## src/rtl/dma2d_pkg.sv

```systemverilog
// Shared types of the two-dimensional word address sequencer.
// Assumes: nothing beyond the types declared here.
package dma2d_pkg;

    // Run state of the sequencer.
    typedef enum logic [1:0] {
        ST_IDLE = 2'd0,
        ST_RECT = 2'd1,
        ST_LOOP = 2'd2
    } run_state_e;

    // Position flags describing the beat currently offered.
    typedef struct packed {
        logic line_end;   // last word of the current line
        logic xfer_end;   // last word of the last line
        logic half_end;   // loop offset at end of first half
        logic full_end;   // loop offset at end of region
    } pos_flags_t;

endpackage

```

## src/rtl/dma2d_ctrl.sv

```systemverilog
// Run-state control: accepts start/stop, gates the beat offer under pause,
// and registers the completion and loop events.
// Assumes: fire is req_valid & req_ready from the top; grp_open comes from the
// burst tagger and is 1 only while a burst group has started but not closed.
module dma2d_ctrl
    import dma2d_pkg::*;
(
    input  logic       clk,
    input  logic       rst_n,
    input  logic       cmd_start,
    input  logic       cmd_stop,
    input  logic       cmd_pause,
    input  logic       loop_sel,
    input  logic       fire,
    input  pos_flags_t flags,
    input  logic       grp_open,
    output run_state_e state_q,
    output logic       load,
    output logic       req_valid,
    output logic       evt_done,
    output logic       evt_half,
    output logic       evt_full
);

    // Start is taken only from idle, and never in a stop cycle.
    assign load = (state_q == ST_IDLE) && cmd_start && !cmd_stop;

    // Offer a beat while running unless a pause lands on a group boundary.
    assign req_valid = (state_q != ST_IDLE) && !(cmd_pause && !grp_open);

    // State register: stop wins, start leaves idle, the final beat returns to idle.
    always_ff @(posedge clk) begin
        if (!rst_n) begin
            state_q <= ST_IDLE;
        end else if (cmd_stop) begin
            state_q <= ST_IDLE;
        end else begin
            case (state_q)
                ST_IDLE: if (cmd_start) state_q <= loop_sel ? ST_LOOP : ST_RECT;
                ST_RECT: if (fire && flags.xfer_end) state_q <= ST_IDLE;
                ST_LOOP: state_q <= ST_LOOP;
                default: state_q <= ST_IDLE;
            endcase
        end
    end

    // Event pulses, one cycle after the triggering beat; stop suppresses them.
    always_ff @(posedge clk) begin
        if (!rst_n) begin
            evt_done <= 1'b0;
            evt_half <= 1'b0;
            evt_full <= 1'b0;
        end else begin
            evt_done <= !cmd_stop && fire && (state_q == ST_RECT) && flags.xfer_end;
            evt_half <= !cmd_stop && fire && (state_q == ST_LOOP) && flags.half_end;
            evt_full <= !cmd_stop && fire && (state_q == ST_LOOP) && flags.full_end;
        end
    end

    // a stop cycle always leaves the block idle.
    a_r9_stop_idle: assert property (@(posedge clk) disable iff (!rst_n)
        cmd_stop |=> (state_q == ST_IDLE));

    // the done pulse coincides with idle.
    a_r4_done_idle: assert property (@(posedge clk) disable iff (!rst_n)
        evt_done |-> (state_q == ST_IDLE));

    // at most one event per cycle.
    a_r6_evt_excl: assert property (@(posedge clk) disable iff (!rst_n)
        $onehot0({evt_done, evt_half, evt_full}));

    // loop events only while the loop is still running.
    a_r6_loop_only: assert property (@(posedge clk) disable iff (!rst_n)
        (evt_half || evt_full) |-> (state_q == ST_LOOP));

    // circular mode persists until a stop arrives.
    a_r5_loop_persist: assert property (@(posedge clk) disable iff (!rst_n)
        ((state_q == ST_LOOP) && !cmd_stop) |=> (state_q == ST_LOOP));

endmodule

```

## src/rtl/dma2d_walk.sv

```systemverilog
// Address walker: latches the geometry on load and steps the line/word
// counters (rectangular mode) or the wrapping offset (circular mode) on
// every accepted beat.
// Assumes: load and fire are never high together; circular region is even, >= 2.
module dma2d_walk
    import dma2d_pkg::*;
#(
    parameter int ADDR_W = 30,
    parameter int LEN_W  = 16,
    parameter int CNT_W  = 16
) (
    input  logic              clk,
    input  logic              rst_n,
    input  logic              load,
    input  logic              fire,
    input  logic              active,
    input  logic              loop_mode,
    input  logic [ADDR_W-1:0] cfg_start_addr,
    input  logic [LEN_W-1:0]  cfg_line_len,
    input  logic [LEN_W-1:0]  cfg_stride,
    input  logic [CNT_W-1:0]  cfg_line_cnt,
    output logic [ADDR_W-1:0] addr,
    output pos_flags_t        flags
);

    localparam logic [ADDR_W-1:0] ONE_A = ADDR_W'(1);
    localparam logic [LEN_W-1:0]  ONE_L = LEN_W'(1);
    localparam logic [CNT_W-1:0]  ONE_C = CNT_W'(1);

    logic [ADDR_W-1:0] base_q;
    logic [ADDR_W-1:0] line_base_q;
    logic [LEN_W-1:0]  len_q;
    logic [LEN_W-1:0]  stride_q;
    logic [CNT_W-1:0]  cnt_q;
    logic [ADDR_W-1:0] region_last_q;
    logic [ADDR_W-1:0] half_last_q;
    logic [LEN_W-1:0]  word_idx;
    logic [CNT_W-1:0]  line_idx;
    logic [ADDR_W-1:0] loop_off;
    logic [ADDR_W-1:0] region_words;

    // Loop region size from the configuration presented at start.
    assign region_words = ADDR_W'(cfg_stride) * (ADDR_W'(cfg_line_cnt) + ONE_A);

    // Geometry latch: configuration is captured only on load.
    always_ff @(posedge clk) begin
        if (!rst_n) begin
            base_q        <= '0;
            len_q         <= '0;
            stride_q      <= '0;
            cnt_q         <= '0;
            region_last_q <= '0;
            half_last_q   <= '0;
        end else if (load) begin
            base_q        <= cfg_start_addr;
            len_q         <= cfg_line_len;
            stride_q      <= cfg_stride;
            cnt_q         <= cfg_line_cnt;
            region_last_q <= region_words - ONE_A;
            half_last_q   <= (region_words >> 1) - ONE_A;
        end
    end

    // Position counters: reset on load, stepped on each accepted beat.
    always_ff @(posedge clk) begin
        if (!rst_n) begin
            line_base_q <= '0;
            word_idx    <= '0;
            line_idx    <= '0;
            loop_off    <= '0;
        end else if (load) begin
            line_base_q <= cfg_start_addr;
            word_idx    <= '0;
            line_idx    <= '0;
            loop_off    <= '0;
        end else if (fire) begin
            if (loop_mode) begin
                loop_off <= flags.full_end ? '0 : loop_off + ONE_A;
            end else if (flags.line_end) begin
                word_idx    <= '0;
                line_idx    <= line_idx + ONE_C;
                line_base_q <= line_base_q + ADDR_W'(stride_q);
            end else begin
                word_idx <= word_idx + ONE_L;
            end
        end
    end

    // Beat address and position flags for the beat on offer.
    always_comb begin
        flags.line_end = (word_idx == len_q - ONE_L);
        flags.xfer_end = flags.line_end && (line_idx == cnt_q);
        flags.half_end = (loop_off == half_last_q);
        flags.full_end = (loop_off == region_last_q);
        addr = loop_mode ? (base_q + loop_off) : (line_base_q + ADDR_W'(word_idx));
    end

    // the word counter stays inside the line.
    a_r2_word_bound: assert property (@(posedge clk) disable iff (!rst_n)
        (active && !loop_mode) |-> (word_idx < len_q));

    // the line counter never passes the configured count.
    a_r3_line_bound: assert property (@(posedge clk) disable iff (!rst_n)
        (active && !loop_mode) |-> (line_idx <= cnt_q));

    // the loop offset stays inside the region.
    a_r5_off_bound: assert property (@(posedge clk) disable iff (!rst_n)
        (active && loop_mode) |-> (loop_off <= region_last_q));

endmodule

```

## src/rtl/dma2d_burst.sv

```systemverilog
// Burst tagger: tracks the position inside a group of BURST_BEATS beats and
// produces first/last tags; a segment end closes the group early.
// Assumes: load and fire are never high together.
module dma2d_burst #(
    parameter int BURST_BEATS = 4
) (
    input  logic clk,
    input  logic rst_n,
    input  logic load,
    input  logic cfg_burst,
    input  logic fire,
    input  logic seg_end,
    output logic beat_first,
    output logic beat_last,
    output logic grp_open
);

    localparam int                POS_W   = (BURST_BEATS > 1) ? $clog2(BURST_BEATS) : 1;
    localparam logic [POS_W-1:0] POS_MAX = POS_W'(BURST_BEATS - 1);

    logic             burst_q;
    logic [POS_W-1:0] bpos;

    // Tags for the beat on offer.
    always_comb begin
        beat_first = !burst_q || (bpos == '0);
        beat_last  = !burst_q || (bpos == POS_MAX) || seg_end;
        grp_open   = burst_q && (bpos != '0);
    end

    // Group position: cleared on load, restarted after a closing beat.
    always_ff @(posedge clk) begin
        if (!rst_n) begin
            burst_q <= 1'b0;
            bpos    <= '0;
        end else if (load) begin
            burst_q <= cfg_burst;
            bpos    <= '0;
        end else if (fire) begin
            bpos <= beat_last ? '0 : bpos + POS_W'(1);
        end
    end

    // single-beat mode never leaves a group open.
    a_r7_single_closed: assert property (@(posedge clk) disable iff (!rst_n)
        !burst_q |-> (bpos == '0));

    // a closing beat is followed by an opening beat.
    a_r7_reopen: assert property (@(posedge clk) disable iff (!rst_n)
        (fire && beat_last && !load) |=> beat_first);

endmodule

```

## src/rtl/dma2d_addr_gen.sv

```systemverilog
// Top of the two-dimensional word address sequencer: joins the run control,
// the address walker and the burst tagger, and presents the request port.
// Assumes: a data mover consumes beats through req_valid/req_ready.
module dma2d_addr_gen
    import dma2d_pkg::*;
#(
    parameter int ADDR_W      = 30,
    parameter int LEN_W       = 16,
    parameter int CNT_W       = 16,
    parameter int BURST_BEATS = 4
) (
    input  logic              clk,
    input  logic              rst_n,
    input  logic [ADDR_W-1:0] cfg_start_addr,
    input  logic [LEN_W-1:0]  cfg_line_len,
    input  logic [LEN_W-1:0]  cfg_stride,
    input  logic [CNT_W-1:0]  cfg_line_cnt,
    input  logic              cfg_burst,
    input  logic              cmd_start,
    input  logic              cmd_stop,
    input  logic              cmd_pause,
    output logic              req_valid,
    input  logic              req_ready,
    output logic [ADDR_W-1:0] req_addr,
    output logic              req_first,
    output logic              req_last,
    output logic              evt_done,
    output logic              evt_half,
    output logic              evt_full,
    output logic              busy
);

    run_state_e state_q;
    pos_flags_t flags;
    logic       load;
    logic       fire;
    logic       grp_open;
    logic       loop_mode;
    logic       seg_end;

    // Handshake and mode decode.
    assign fire      = req_valid && req_ready;
    assign loop_mode = (state_q == ST_LOOP);
    assign busy      = (state_q != ST_IDLE);
    assign seg_end   = loop_mode ? (flags.half_end || flags.full_end) : flags.line_end;

    dma2d_ctrl u_ctrl (
        .clk       (clk),
        .rst_n     (rst_n),
        .cmd_start (cmd_start),
        .cmd_stop  (cmd_stop),
        .cmd_pause (cmd_pause),
        .loop_sel  (cfg_line_len == '0),
        .fire      (fire),
        .flags     (flags),
        .grp_open  (grp_open),
        .state_q   (state_q),
        .load      (load),
        .req_valid (req_valid),
        .evt_done  (evt_done),
        .evt_half  (evt_half),
        .evt_full  (evt_full)
    );

    dma2d_walk #(
        .ADDR_W (ADDR_W),
        .LEN_W  (LEN_W),
        .CNT_W  (CNT_W)
    ) u_walk (
        .clk            (clk),
        .rst_n          (rst_n),
        .load           (load),
        .fire           (fire),
        .active         (busy),
        .loop_mode      (loop_mode),
        .cfg_start_addr (cfg_start_addr),
        .cfg_line_len   (cfg_line_len),
        .cfg_stride     (cfg_stride),
        .cfg_line_cnt   (cfg_line_cnt),
        .addr           (req_addr),
        .flags          (flags)
    );

    dma2d_burst #(
        .BURST_BEATS (BURST_BEATS)
    ) u_burst (
        .clk        (clk),
        .rst_n      (rst_n),
        .load       (load),
        .cfg_burst  (cfg_burst),
        .fire       (fire),
        .seg_end    (seg_end),
        .beat_first (req_first),
        .beat_last  (req_last),
        .grp_open   (grp_open)
    );

    // a stalled beat keeps its address.
    a_r11_addr_hold: assert property (@(posedge clk) disable iff (!rst_n)
        (req_valid && !req_ready && !cmd_stop) |=> (!req_valid || $stable(req_addr)));

    // nothing is offered while idle.
    a_r1_idle_quiet: assert property (@(posedge clk) disable iff (!rst_n)
        !busy |-> !req_valid);

endmodule

```

## config.mk

```make
export PLATFORM = sky130hd
export DESIGN_NAME = dma2d_addr_gen
export DESIGN_NICKNAME = d
export VERILOG_FILES = /design/src/rtl/dma2d_pkg.sv /design/src/rtl/dma2d_ctrl.sv /design/src/rtl/dma2d_walk.sv /design/src/rtl/dma2d_burst.sv /design/src/rtl/dma2d_addr_gen.sv
export SDC_FILE = /design/constraint.sdc
export NUM_CORES = 1
export LEC_CHECK = 0
export BUFFER_PORTS_ARGS = -buffer_cell sky130_fd_sc_hd__buf_2
export CORE_AREA = 3 3 235 237
export DETAILED_ROUTE_END_ITERATION = 8
export DIE_AREA = 0 0 238 240
export GPL_TIMING_DRIVEN = 1
export SYNTH_ARGS = -nofsm -noshare
export SYNTH_HDL_FRONTEND = slang
export SYNTH_SLANG_ARGS = --single-unit
```

## constraint.sdc

```tcl
create_clock -name clk -period 13.5 [get_ports clk]
set_input_delay 1.35 -clock clk [delete_from_list [all_inputs] [get_ports clk]]
set_output_delay 1.35 -clock clk [all_outputs]
set_load 0.02 [all_outputs]
```

==> flow_metrics.tcl, run 1 <==
set metrics [dict create \
    cts_tree "done" \
    wl_per_cell_um 18.3 \
    dieArea_um2 57100 \
    post-place-ws_ns 3.41 \
    holdPathStages 2 \
    required_ns 14.00 \
    root_buffer "clkbuf_16" \
    synth_area_um2 23800 \
    wirelength_mm 67.8 \
    fin_crit_ns 9.58 \
    grtUsageTotal_pct 23.7 \
    nFillCells 5203 \
    cts_max_level 1 \
    drc 0 \
    ir_drop_mv 0.508 \
    cp_common_cell "fa_1" \
    finalSetupTns_ns 0 \
    synth_flop_cell "dfxtp_1" \
    worstMarginPinSlew_ns 1.18 \
    drtPass1Iterations 5 \
    place.gp.congestion 0.880 \
    die_x_um 238 \
    grt_busiest_layer "met2" \
    drv_cap 0 \
    crit_cells 27 \
    rsz0062_at_grt "no" \
    met1_usage_pct 31.1 \
    antenna_found_initial 2 \
    drt_iter0_markers 1085 \
    cts_resized 0 \
    final_hold_viol_count 0 \
    ys_warn_count 0 \
    met2_usage_pct 42.1 \
    path_max_fanout 21 \
    cts_setup_buffers 0 \
    p_per_area_nw_per_um2 289 \
    arrival_ns 10.07 \
    power_mw 7.49 \
    syn2layout_area_growth_pct 8.70 \
    vias 20423 \
    cts_hold_buffers 0 \
    critPathKind "in -> reg" \
    rows 85 \
    grt_pass1_wl_mm 109 \
    syn-num-nets 3410 \
    fin_util_pct 48.4 \
    yosysSeqAreaShare_pct 20.0 \
    power.leakage_nw 11.2 \
    initial_core_util_pct 44.5 \
    grt_max_degree 184 \
    fin_skew_ns 0.0411 \
    ff2ff_path_depth 11 \
    hp-class "reg -> reg" \
    max_stage_delay_ns 0.77 \
    clock_latency_ns 0.57 \
    setup_viol 0 \
    cp_num_buf_inv 5 \
    grt_pass1_vias 20503 \
    clk_pin_slew_ns 0.06 \
    fin_nets 3436 \
    coreArea_um2 53500 \
    fmax_ghz 0.104 \
    drv_slew 0 \
    use_met3_pct 2.14 \
    clock-sinks 238 \
    ys_seq_elements 238 \
    cp-end-kind "flop" \
    status "finished clean" \
    die_h_um 240 \
    ant_nets 0 \
    relSlewSlack_pct 21.0 \
    netlist_instances 2958 \
    hpwl_mm 52.2 \
    grt-ovfl-total 0 \
    cts_buffers 28 \
    critPathSlowestCell "xnor2_2" \
    drive_gt1_share_pct 7.66 \
    synth-edff-count 0 \
    vias_per_cell 5.52 \
    portBuffers 121 \
    synth_cell_types 75 \
    synth_area_per_cell_um2 8.05 \
    path_delay_family "adder cells" \
    async_reset_ff_share_pct 0 \
    cts_buffer_depth 3 \
    post-route-worst-setup-slack_ns 3.92 \
    startpoint_type "input pin" \
    finalCritPeriodShare_pct 70.9 \
    pin_count 122 \
]
-- cells by family (layout without fill, tap and decap cells) --
| group | Yosys count | count (layout) | share of synthesized area, % |
|---|---|---|---|
| AOI/OAI and AO/OA | 512 | 512 | 13.3 |
| xor gates and xnor gates | 292 | 292 | 10.8 |
| adders and majority gates | 367 | 367 | 25.9 |
| buffers and inverters | 423 | 469 | 6.86 |
| DFF | 238 | 238 | 20.0 |
| muxes | 30 | 30 | 1.32 |
| other | 0 | 2 | 0 |
| and+or+nand+nor | 1096 | 1096 | 21.8 |
-- cell usage after synthesis, types with 9 or more instances --
cell | n | area share, %
a211oi_1 | 54 | 1.7
o21ai_0 | 97 | 2.0
nor4_1 | 26 | 0.68
mux2_2 | 12 | 0.57
o21bai_1 | 14 | 0.44
ha_1 | 158 | 8.3
nor3_1 | 39 | 0.82
inv_1 | 276 | 4.3
nand2_1 | 448 | 7.1
mux2i_1 | 18 | 0.76
xor2_1 | 118 | 4.3
o21a_1 | 21 | 0.66
dfxtp_1 | 238 | 20
and3_1 | 36 | 0.95
clkbuf_1 | 133 | 2.1
nand4_1 | 53 | 1.4
nand3_1 | 66 | 1.4
o211ai_1 | 11 | 0.35
a21oi_1 | 215 | 4.5
a21o_1 | 29 | 0.91
o31ai_1 | 9 | 0.28
nor2b_1 | 30 | 0.79
nand2b_1 | 32 | 0.84
fa_1 | 209 | 18
nor2_1 | 188 | 3.0
and2_1 | 119 | 3.1
or3_1 | 26 | 0.68
xnor2_1 | 173 | 6.4
-- per-layer routing --
layer / vias to the layer above / routed length (um) / part of all wire [%]
met3: 86 / 3060 / 4.5
met4: 0 / 1650 / 2.4
met5: - / 0 / 0
met2: 473 / 33100 / 49
met1: 10013 / 30000 / 44
li1: 9851 / - / -
-- flip-flops by register name, indices dropped and copies added, names as in the netlist, 16 cells and up --
signal                flops
u_walk.loop_off          30
u_walk.line_base_q       30
u_walk.region_last_q     30
u_walk.line_idx          16
u_walk.stride_q          16
u_walk.word_idx          16
u_walk.len_q             16
u_walk.half_last_q       30
u_walk.cnt_q             16
u_walk.base_q            30
-- power breakdown --
group | total (mW) | switching, mW | internal (mW)
Sequential | 0.819 | 0.0546 | 0.765
Clock | 0.779 | 0.315 | 0.463
Combinational | 5.89 | 3.64 | 2.25
Total | 7.49 | 4.01 | 3.48
-- tightest hold or removal path: stages, from the launching register on --
cell and delay, ns:
dfxtp_1 0.31, nand2_1 0.05, a21oi_1 0.05
-- area by class of cell --
class / instances / area [um^2] / share of cell area [%]
sequential: 238 / 4760 / 18.4
timing repair buffer: 143 / 783 / 3.03
antenna: 2 / 5.00 / 0.0193
clock buffer: 40 / 826 / 3.19
clock inverter: 10 / 128 / 0.493
multi-input combinational: 2297 / 17500 / 67.5
tap: 696 / 871 / 3.36
inverter: 276 / 1040 / 4.01
-- path summary, 6_finish.rpt --
kind / startpoint / end / slack (ns)
hold / removal: u_walk.stride_q[2] / u_walk.stride_q[2] / 0.46
hold reg to reg: u_walk.stride_q[2] / u_walk.stride_q[2] / 0.46
setup / recovery: cfg_line_cnt[0] / u_walk.half_last_q[29] / 3.92
setup reg to reg: u_walk.len_q[3] / u_walk.line_base_q[25] / 9.05
-- cell usage in the layout, fill, tap and decap left out, types with 36 or more instances in the layout --
cell type and n:
nand2_1 448, inv_1 275, dfxtp_1 238, a21oi_1 215
fa_1 209, nor2_1 188, xnor2_1 168, ha_1 158
buf_2 121, and2_1 119, xor2_1 118, o21ai_0 96
nand3_1 66, a211oi_1 54, nand4_1 53, nor3_1 38
and3_1 36
-- per-stage QoR --
| step | hold slack, ns | cells | cell area, um^2 |
|---|---|---|---|
| after floorplan | 0.440 | 2958 | 23800 |
| after global placement | 0.446 | 3650 | 24900 |
| after detailed placement | 0.452 | 3650 | 24900 |
| after CTS | 0.461 | 3700 | 25900 |
| after global routing | 0.480 | 3702 | 25900 |
| final | 0.459 | 3702 | 25900 |
Note: power is estimated with default switching activity, not from simulation.
==> run 2, diff against run 1 <==
--- a/config.mk
+++ b/config.mk
@@ -5,10 +5,11 @@
 export SDC_FILE = /design/constraint.sdc
 export NUM_CORES = 1
 export LEC_CHECK = 0
+export ABC_AREA = 1
 export BUFFER_PORTS_ARGS = -buffer_cell sky130_fd_sc_hd__buf_2
-export CORE_AREA = 3 3 235 237
+export CORE_AREA = 3 3 246 248
 export DETAILED_ROUTE_END_ITERATION = 8
-export DIE_AREA = 0 0 238 240
+export DIE_AREA = 0 0 249 251
 export GPL_TIMING_DRIVEN = 1
 export SYNTH_ARGS = -nofsm -noshare
 export SYNTH_HDL_FRONTEND = slang
==> constraint.sdc (replaced) <==
create_clock -name clk -period 8.5 [get_ports clk]
set_input_delay 0.85 -clock clk [delete_from_list [all_inputs] [get_ports clk]]
set_output_delay 0.85 -clock clk [all_outputs]
set_load 0.02 [all_outputs]
==> run 2 against run 1 <==
  * Critical path depth rose by 8
  * Largest cell class unchanged
  * Register-to-register slack got worse by 4.3 ns
  * Via count up 27%
  * Non-clock buffer count increased by 8
  * Sequential share of layout area fell by 1.8 points
  * Synthesized cell count up 36%
  * Routed wire length up 27%
  * Core utilization up 0.56 points
  * Clock skew is 0.010 ns higher
  * Critical path type unchanged
  * First-iteration DRC count rose by 63%
==> flow_metrics.tcl, run 2 <==
set metrics [dict create \
    finalSetupTns_ns 0 \
    coreArea_um2 58700 \
    syn2layout_area_growth_pct 9.10 \
    rows 89 \
    drc 0 \
    grt_max_degree 79 \
    cp_common_cell "nand2_1" \
    cts_hold_buffers 0 \
    synth_flop_cell "dfxtp_1" \
    grtUsageTotal_pct 27.1 \
    synth-edff-count 0 \
    async_reset_ff_share_pct 0 \
    antenna_found_initial 1 \
    cts_buffer_depth 3 \
    synth_area_um2 26300 \
    finalCritPeriodShare_pct 90.5 \
    clock-sinks 238 \
    synth_cell_types 57 \
    required_ns 8.96 \
    ys_top_cells_by_area "dfxtp_1 (18%), fa_1 (16%), nand2_1 (16%), inv_1 (9.5%), ha_1 (7.5%)" \
    final_hold_viol_count 0 \
    max_stage_delay_ns 0.54 \
    cts_setup_buffers 0 \
    nFillCells 6149 \
    ant_nets 0 \
    r2r-end "u_walk.line_base_q[29]" \
    worstMarginPinSlew_ns 1.07 \
    drive_gt1_share_pct 7.23 \
    fin_crit_ns 7.69 \
    setup_viol 0 \
    drt_iter0_markers 1764 \
    path_max_fanout 15 \
    synth_commonest_cells "nand2_1 (1111), inv_1 (664), nor2_1 (379)" \
    grt_busiest_layer "met2" \
    arrival_ns 8.15 \
    vias_per_cell 5.30 \
    fin_nets 4536 \
    cts_resized 0 \
    cts_max_level 1 \
    rsz0062_at_grt "no" \
    ys_seq_elements 238 \
    place.gp.congestion 0.940 \
    wl_per_cell_um 17.6 \
    crit_start "cfg_line_cnt[0]" \
    netlist_instances 4014 \
    cts_buffers 30 \
    vias 25884 \
    use_met3_pct 2.77 \
    drv_cap 0 \
    met1_usage_pct 36.5 \
    die_x_um 249 \
    critPathSlowestCell "fa_1" \
    critPathKind "in -> reg" \
    portBuffers 121 \
    drtPass1Iterations 5 \
    startpoint_type "input pin" \
    clock_latency_ns 0.60 \
    met2_usage_pct 46.9 \
    die_h_um 251 \
    hp-class "reg -> reg" \
    clk_pin_slew_ns 0.06 \
    hpwl_mm 68.9 \
    fmax_ghz 0.130 \
    fin_skew_ns 0.0514 \
    root_buffer "clkbuf_16" \
    status "finished clean" \
    layout.cells.most_common_list "nand2_1 (1110), inv_1 (662), nor2_1 (379)" \
    initial_core_util_pct 44.9 \
    yosysMostFrequentCell "nand2_1" \
    ff2ff_path_depth 15 \
    grt_pass1_wl_mm 137 \
    relSlewSlack_pct 28.3 \
    yosysSeqAreaShare_pct 18.1 \
    layout_commonest_cell "nand2_1" \
    grt-ovfl-total 0 \
    cp-end-kind "flop" \
    rrSetupSlack_ns 4.79 \
    synth_area_per_cell_um2 6.56 \
    syn-num-nets 4466 \
    worstSetupEndpoint "u_walk.half_last_q[17]" \
    grt_pass1_vias 25092 \
    drv_slew 0 \
    dieArea_um2 62500 \
    wirelength_mm 85.9 \
    cts_tree "done" \
    synth_top_area_cell "dfxtp_1" \
    pin_count 122 \
    r2r-start "u_walk.len_q[0]" \
    yosys.area.top_type_share_pct 18.1 \
    ys_warn_count 0 \
]
==> run 2: changes by cell type in the layout (fill, tap and decap cells not counted), sizes merged, moves of 34 or more <==
| cell | change |
|---|---|
| a211oi | -51 |
| nand4 | +45 |
| o21ai | +92 |
| xnor2 | -130 |
| xor2 | -34 |
| nand2 | +679 |
| inv | +398 |
| nand3 | +127 |
| nor2 | +226 |
| and2 | -117 |
==> run 2: per-stage QoR <==
| step | instances | worst slack [ns] | hold slack [ns] | instance area [um^2] | util (%) |
|---|---|---|---|---|---|
| global placement | 4825 | 0.259 | 0.457 | 27700 | 47.1 |
| CTS | 4879 | 0.872 | 0.469 | 28700 | 48.9 |
| global route | 4880 | 0.169 | 0.479 | 28700 | 49.0 |
| finish | 4880 | 0.811 | 0.470 | 28700 | 49.0 |
| floorplan | 4014 | 1.30 | 0.432 | 26300 | - |
| detailed placement | 4825 | 0.253 | 0.456 | 27700 | 47.1 |
==> run 2: layout make-up <==
class	count	area [um^2]	share of cell area, %
antenna	1	2.50	0.00871
clock buffer	41	872	3.04
clock inverter	13	190	0.662
inverter	681	2560	8.90
multi-input combinational	2982	18500	64.6
sequential	238	4760	16.6
tap	773	967	3.37
timing repair buffer	151	831	2.89
==> run 2: metal layers <==
| layer | up-vias | part of all wire [%] |
|---|---|---|
| met3 | 133 | 6.2 |
| met4 | 0 | 2.5 |
| met5 | - | 0 |
| li1 | 12798 | - |
| met1 | 12143 | 45 |
| met2 | 810 | 47 |
==> run 2: cells by family (layout without fill, tap and decap cells) <==
| kind of cell | Yosys count | count (layout) | synth area share, % |
|---|---|---|---|
| simple gates | 1975 | 1975 | 32.1 |
| buf+inv | 794 | 886 | 11.6 |
| compound gates | 512 | 512 | 10.5 |
| fa+ha+maj | 367 | 367 | 23.4 |
| flops | 238 | 238 | 18.1 |
| xor+xnor | 127 | 127 | 4.34 |
| mux | 1 | 1 | 0.0380 |
| other cells | 0 | 1 | 0 |
==> run 2: worst min path at each step <==
stage	startpoint	end	slack [ns]	cells past startpoint
after global routing	u_walk.base_q[11]	u_walk.base_q[11]	0.48	2
after floorplan	u_walk.base_q[7]	u_walk.base_q[7]	0.43	2
after global placement	u_walk.base_q[8]	u_walk.base_q[8]	0.46	2
after detailed placement	u_walk.base_q[8]	u_walk.base_q[8]	0.46	2
after CTS	u_walk.region_last_q[25]	u_walk.region_last_q[25]	0.47	2
final	u_walk.base_q[8]	u_walk.base_q[8]	0.47	2
==> run 2: critical path, delay by kind of cell <==
family | cells | cell delay, ns
and+or+nand+nor | 15 | 2.04
AOI/OAI and AO/OA | 3 | 0.52
buffers and inverters | 9 | 1.14
adders and majority gates | 7 | 3.35
xor gates and xnor gates | 1 | 0.20
Power of run 2 is not shown: default switching activity piles up to over one toggle a cycle in this logic, so the estimate is an artifact.
